<file path="config.mk">
export PLATFORM = sky130hd
export DESIGN_NAME = irq_bank_ctrl
export DESIGN_NICKNAME = d
export VERILOG_FILES = /design/src/rtl/irqb_pkg.sv /design/src/rtl/irqb_addr_dec.sv /design/src/rtl/irqb_bank.sv /design/src/rtl/irq_bank_ctrl.sv
export SDC_FILE = /design/constraint.sdc
export NUM_CORES = 1
export LEC_CHECK = 0
export BUFFER_PORTS_ARGS = -buffer_cell sky130_fd_sc_hd__buf_2
export CORE_ASPECT_RATIO = 0.6
export CORE_MARGIN = 4
export CORE_UTILIZATION = 55
export DETAILED_ROUTE_END_ITERATION = 12
export PLACE_DENSITY_LB_ADDON = 0.25
export SLEW_MARGIN = 20
export SYNTH_ARGS = -nofsm -noshare
export SYNTH_HDL_FRONTEND = slang
export SYNTH_SLANG_ARGS = --single-unit
</file>
<file path="constraint.sdc">
create_clock -name clk -period 4.2 [get_ports clk]
set_clock_uncertainty 0.15 [all_clocks]
set_input_delay 0.84 -clock clk [delete_from_list [all_inputs] [get_ports clk]]
set_output_delay 0.84 -clock clk [all_outputs]
set_load 0.02 [all_outputs]
</file>
<file path="src/rtl/irqb_pkg.sv">
package irqb_pkg;
  localparam int unsigned ADDR_W    = 8;
  localparam int unsigned DATA_W    = 8;
  localparam int unsigned NBANK     = 4;
  localparam int unsigned NSRC      = 4;
  localparam int unsigned SET_BIT   = 7;
  localparam int unsigned BANK_BASE = 'h30;
  localparam int unsigned STRIDE    = 'h10;
  localparam int unsigned ENA_OFS   = 'h08;

  typedef enum logic [1:0] {
    WK_NONE = 2'd0,
    WK_FLAG = 2'd1,
    WK_ENA  = 2'd2
  } wr_kind_e;
endpackage

</file>
<file path="src/rtl/irqb_addr_dec.sv">
module irqb_addr_dec #(
  parameter int unsigned ADDR_W    = irqb_pkg::ADDR_W,
  parameter int unsigned NBANK     = irqb_pkg::NBANK,
  parameter int unsigned BANK_BASE = irqb_pkg::BANK_BASE,
  parameter int unsigned STRIDE    = irqb_pkg::STRIDE,
  parameter int unsigned ENA_OFS   = irqb_pkg::ENA_OFS
) (
  input  logic              clk,
  input  logic              rst_n,
  input  logic [ADDR_W-1:0] addr,
  output logic [NBANK-1:0]  flag_sel,
  output logic [NBANK-1:0]  ena_sel
);
  for (genvar g = 0; g < NBANK; g++) begin : g_sel
    localparam int unsigned FLAG_A = BANK_BASE + g * STRIDE;
    localparam int unsigned ENA_A  = FLAG_A + ENA_OFS;
    assign flag_sel[g] = (addr == FLAG_A[ADDR_W-1:0]);
    assign ena_sel[g]  = (addr == ENA_A[ADDR_W-1:0]);
  end

  // one register at most is selected by any address
  p_one_reg_r2: assert property (@(posedge clk) disable iff (!rst_n)
    $onehot0({flag_sel, ena_sel}));
endmodule

</file>
<file path="src/rtl/irqb_bank.sv">
module irqb_bank #(
  parameter int unsigned NSRC = irqb_pkg::NSRC
) (
  input  logic            clk,
  input  logic            rst_n,
  input  logic [NSRC-1:0] evt,
  input  irqb_pkg::wr_kind_e wkind,
  input  logic            set_op,
  input  logic [NSRC-1:0] wbits,
  output logic [NSRC-1:0] flag,
  output logic [NSRC-1:0] ena,
  output logic            irq
);
  logic [NSRC-1:0] evt_q;
  logic [NSRC-1:0] rise;
  logic [NSRC-1:0] flag_q, flag_d;
  logic [NSRC-1:0] ena_q, ena_d;
  logic [NSRC-1:0] clr_m;
  logic            flag_ce, ena_ce;

  always_comb begin
    rise    = evt & ~evt_q;
    clr_m   = (wkind == irqb_pkg::WK_FLAG) ? wbits : '0;
    flag_d  = (flag_q & ~clr_m) | rise;
    flag_ce = (wkind == irqb_pkg::WK_FLAG) | (|rise);
    ena_ce  = (wkind == irqb_pkg::WK_ENA);
    ena_d   = set_op ? (ena_q | wbits) : (ena_q & ~wbits);
  end

  always_ff @(posedge clk or negedge rst_n) begin
    if (!rst_n) begin
      evt_q  <= '0;
      flag_q <= '0;
      ena_q  <= '0;
    end else begin
      evt_q <= evt;
      if (flag_ce) flag_q <= flag_d;
      if (ena_ce)  ena_q  <= ena_d;
    end
  end

  assign flag = flag_q;
  assign ena  = ena_q;
  assign irq  = |(flag_q & ena_q);

  // a rising event always leaves its flag set
  p_rise_sets_r5: assert property (@(posedge clk) disable iff (!rst_n)
    (|rise) |=> ((flag_q & $past(rise)) == $past(rise)));
  // written ones clear their flags unless an event arrived
  p_clear_r4: assert property (@(posedge clk) disable iff (!rst_n)
    (wkind == irqb_pkg::WK_FLAG) |=> ((flag_q & $past(wbits & ~rise)) == '0));
  // without a write or an event the flags hold
  p_flag_hold_r4: assert property (@(posedge clk) disable iff (!rst_n)
    ((wkind != irqb_pkg::WK_FLAG) && !(|rise)) |=> $stable(flag_q));
  // a set write turns on the selected enables
  p_ena_set_r3: assert property (@(posedge clk) disable iff (!rst_n)
    ((wkind == irqb_pkg::WK_ENA) && set_op) |=> ((ena_q & $past(wbits)) == $past(wbits)));
  // a clear write turns off the selected enables
  p_ena_clr_r3: assert property (@(posedge clk) disable iff (!rst_n)
    ((wkind == irqb_pkg::WK_ENA) && !set_op) |=> ((ena_q & $past(wbits)) == '0));
  // unselected enables keep their value
  p_ena_keep_r3: assert property (@(posedge clk) disable iff (!rst_n)
    (wkind == irqb_pkg::WK_ENA) |=> ((ena_q & ~$past(wbits)) == ($past(ena_q) & ~$past(wbits))));
  // without an enable write the enables hold
  p_ena_hold_r3: assert property (@(posedge clk) disable iff (!rst_n)
    (wkind != irqb_pkg::WK_ENA) |=> $stable(ena_q));
endmodule

</file>
<file path="src/rtl/irq_bank_ctrl.sv">
module irq_bank_ctrl #(
  parameter int unsigned ADDR_W    = irqb_pkg::ADDR_W,
  parameter int unsigned DATA_W    = irqb_pkg::DATA_W,
  parameter int unsigned NBANK     = irqb_pkg::NBANK,
  parameter int unsigned NSRC      = irqb_pkg::NSRC,
  parameter int unsigned SET_BIT   = irqb_pkg::SET_BIT,
  parameter int unsigned BANK_BASE = irqb_pkg::BANK_BASE,
  parameter int unsigned STRIDE    = irqb_pkg::STRIDE,
  parameter int unsigned ENA_OFS   = irqb_pkg::ENA_OFS
) (
  input  logic                   clk,
  input  logic                   rst_n,
  input  logic [ADDR_W-1:0]      bus_addr,
  input  logic                   bus_wr,
  input  logic                   bus_rd,
  input  logic [DATA_W-1:0]      bus_wdata,
  output logic [DATA_W-1:0]      bus_rdata,
  input  logic [NBANK*NSRC-1:0]  evt_in,
  output logic [NBANK-1:0]       irq_lvl
);
  logic [NBANK-1:0] flag_sel, ena_sel;
  logic [NSRC-1:0]  flag_v [NBANK];
  logic [NSRC-1:0]  ena_v  [NBANK];
  logic             unused_wbits;

  assign unused_wbits = ^bus_wdata[SET_BIT-1:NSRC];

  irqb_addr_dec #(
    .ADDR_W(ADDR_W), .NBANK(NBANK), .BANK_BASE(BANK_BASE),
    .STRIDE(STRIDE), .ENA_OFS(ENA_OFS)
  ) u_dec (
    .clk(clk), .rst_n(rst_n), .addr(bus_addr),
    .flag_sel(flag_sel), .ena_sel(ena_sel)
  );

  for (genvar g = 0; g < NBANK; g++) begin : g_bank
    irqb_pkg::wr_kind_e wk;
    always_comb begin
      if (bus_wr && flag_sel[g])     wk = irqb_pkg::WK_FLAG;
      else if (bus_wr && ena_sel[g]) wk = irqb_pkg::WK_ENA;
      else                           wk = irqb_pkg::WK_NONE;
    end

    irqb_bank #(.NSRC(NSRC)) u_bank (
      .clk(clk), .rst_n(rst_n),
      .evt(evt_in[g*NSRC +: NSRC]),
      .wkind(wk),
      .set_op(bus_wdata[SET_BIT]),
      .wbits(bus_wdata[NSRC-1:0]),
      .flag(flag_v[g]), .ena(ena_v[g]),
      .irq(irq_lvl[g])
    );
  end

  always_comb begin
    bus_rdata = '0;
    if (bus_rd) begin
      for (int i = 0; i < NBANK; i++) begin
        if (flag_sel[i]) bus_rdata = DATA_W'(flag_v[i]);
        if (ena_sel[i])  bus_rdata = DATA_W'(ena_v[i]);
      end
    end
  end

  // the read port is quiet without a read strobe
  p_quiet_r8: assert property (@(posedge clk) disable iff (!rst_n)
    !bus_rd |-> (bus_rdata == '0));
  // the upper data bits never carry register content
  p_high_zero_r2: assert property (@(posedge clk) disable iff (!rst_n)
    bus_rdata[DATA_W-1:NSRC] == '0);
endmodule

</file>
==> results.md <==
* Chip width at 95.19 um
* Mux share of post-synthesis cell area at 10.52%
* Global Route Usage Sum at approximately a fifth
* CP dominant cell by count: buf_2
* Crit-path max FO at 13
* Post-CTS Hold Buffers at 0
* Slew @ Worst Pin at between 700 and 800 ps
* CP Class: input pin to output pin
* Final ANT Viol Nets at 0
* IO Port Bufs at 40
* First-pass GRT wire length at roughly 9 mm
* FP Rows at 18
* Fmax at about 280 MHz
* Initial core utilization at between 50% and 60%
* Synth cell types at 31
* Largest stage delay on the critical path at between 600 and 700 ps
* Final worst path period share at between 80% and 90%
* Final hold vios at 0
* Initial DRT Pass Iterations at 4
* Final Wtd Congestion at 0.8560
* Setup TNS at 0 ps
* H-tree depth at 2
* Share of cells above drive strength 1 at 26.84%
* FF+latch area at around 0.0012 mm^2
* Clock root buffer: clkbuf_8
* Resized cells post-CTS at 0
* # DRC at 0
* Element type at the critical path start: input pin
* MaxCap Viol Count at 0
* DP Area at 0.002653 mm^2
* CP Capture Type: output pin
* CP cell instances: buf_2 > or4_4 > or3_1 > o21ai_0 > a211oi_1 > buf_2
* Synth Area in XOR/XNOR at 0%
* Initial antenna violation count at 0
* Number of synthesized flops with an enable pin at 0
* Worst-case clock buffer depth at 2
* WL per Instance at approximately 17 um
* Run status: finished clean
* Yosys reg bits at between 40 and 50
* Post-Synth Adder-Cell Area at 0%
* Min Tclk post-route at about 3500 ps
* DR iter-0 viols at roughly 210
* ANT cells at 0
* FILL cells at between 300 and 400
* Pwr dens at between 300 and 400 mW/mm^2
* Grt total ovfl at 0
* Core area at between 0.004 and 0.005 mm^2
* Prevailing post-synth register cell: dfrtp_1
* YS warnings at 0
* Seq/Total Area, Yosys at a little under half
* Max IR drop VDD at around 0.00017 V
* Syn Inst Count at 240
* Area growth syn-to-layout at 9.426%
* CTS buffer count at 5
* Area of the multi-input gates at roughly 0.0011 mm^2
* Post-synthesis compound-gate area fraction at 13.07%
* Crit path DAT at 2560 ps
* RSZ-0062 raised after global routing: no
* Pin count of the biggest net entering global routing at 49
* CTS tree: done
* Die height at a little over 60 um
* Syn Std Cell Area at 0.002509 mm^2
* Ranking of synthesized cells by area: dfrtp_1 (48%), mux2_2 (8.5%), a22o_1 (5.6%)
* Slowest cell on the critical path: or4_4
* Design Area, Final at 0.002745 mm^2
* Fin. max-slew vios at 0
* Cell taking the most area after synthesis: dfrtp_1
* Mapped Avg Cell Area at ~10 um^2
* Req. time, crit path at ~3200 ps
* # Post-CTS Setup Buffers at 0
* Final HPWL DP at between 4 and 5 mm
* Leakage power at 1.261 nW
* Total number of vias at around 1.8k
* Via density per instance at about 5.6
* Final Util at approximately 64%
* Clk sink count at between 40 and 50
* Yosys top cell area share at a little under half
* # nets final at about 310
* Clock slew at reported path FFs at approximately 90 ps
* Post-Route WL at about 5.5 mm
* FFs w/ async S/R, synth at 100.0%
* Die area at 0.005741 mm^2
* Vias in the first global route at around 1.7k
* Worst slew margin at a little over half
* Simple-gate share of the synthesized area at around a fifth
* Final setup vio count at 0
* Worst hold path class: input pin to async pin
* Largest family of logic cells by synthesized area: simple AND/OR/NAND/NOR gates
* I/O Pins at 48
* Clock Latency Late Sink at around 300 ps
==> critical path, delay by kind of cell <==
family | cells | cell delay, ps
buffers and inverters | 2 | 280
AND/OR/NAND/NOR | 2 | 1080
AO/OA/AOI/OAI | 2 | 350
==> layout by cell type (no fill, tap or decap), drive strengths merged, types with 5 or more instances in the layout <==
cell / instances
clkbuf: 8
inv: 18
nor3: 10
mux2i: 5
o21ai: 15
nand2: 37
nor4: 5
buf: 40
dfrtp: 48
nor2: 11
mux2: 19
a22o: 16
nor3b: 9
a22oi: 8
==> synthesized netlist by cell type, types with 2 or more instances <==
master           number
a211oi_1              3
a22o_1               16
a22oi_1               8
a31oi_1               4
buf_4                 9
clkbuf_1              3
clkdlybuf4s25_2       4
dfrtp_1              48
inv_1                18
mux2_2               19
mux2i_1               5
nand2_1              37
nand2b_1              2
nand3b_1              2
nor2_1               11
nor3_1                7
nor3_2                2
nor3b_1               9
nor4_4                4
nor4bb_1              4
o21ai_0              15
==> per-stage QoR <==
stage,hold WS (ps),total power [mW],setup WS (ps),instances
2_1_floorplan,332.1,0.5532,758.2,243
3_3_place_gp,365.4,0.5833,696.2,324
3_5_place_dp,361.7,0.5852,704.6,324
4_1_cts,381.1,0.8635,697.4,332
5_1_grt,407.4,0.8996,626.3,332
6_report,383.3,0.8589,654.6,332
==> cells by family (layout without fill, tap and decap cells) <==
kind of cell           after synthesis  after routing
and+or+nand+nor                     83             83
DFF                                 48             48
AOI/OAI and AO/OA                   47             47
buffers and inverters               37             66
muxes                               24             24
other                                1              4
==> area by class of cell <==
cell class	count	area share, %
flip-flops and latches	48	43.76
clock buffers	8	3.282
well taps	60	2.735
repair buffers	40	7.384
multi-input cells	158	40.38
inverters	18	2.461
==> final timing paths <==
path	startpoint	endpoint	slack, ps	cells past startpoint
setup / recovery	bus_addr[2]	bus_rdata[0]	650	6
hold / removal	rst_n	g_bank[3].u_bank.evt_q[3]	380	1
setup reg to reg	flop	flop	3250	1
hold reg to reg	g_bank[0].u_bank.flag[3]	g_bank[0].u_bank.flag[3]	390	1
max in group asynchronous	rst_n	g_bank[3].u_bank.flag[2]	3110	1
min in group clk	g_bank[0].u_bank.flag[3]	g_bank[0].u_bank.flag[3]	390	1
==> per-layer routing <==
layer	global-route usage (%)	routed length, um	share of wire (%)	vias to the layer above
met5	0	0	0	-
met4	4.928	34	0.61	0
li1	-	-	-	893
met3	5.283	506	9.1	4
met2	27.86	2194	40	64
met1	33.89	2797	51	882
==> report_power, final <==
group / total (mW) / internal, mW / switching, mW
Sequential: 0.480 / 0.474 / 0.00563
Clock: 0.282 / 0.135 / 0.148
Combinational: 0.0969 / 0.0327 / 0.0642
Power figures use the tool's default switching activity.
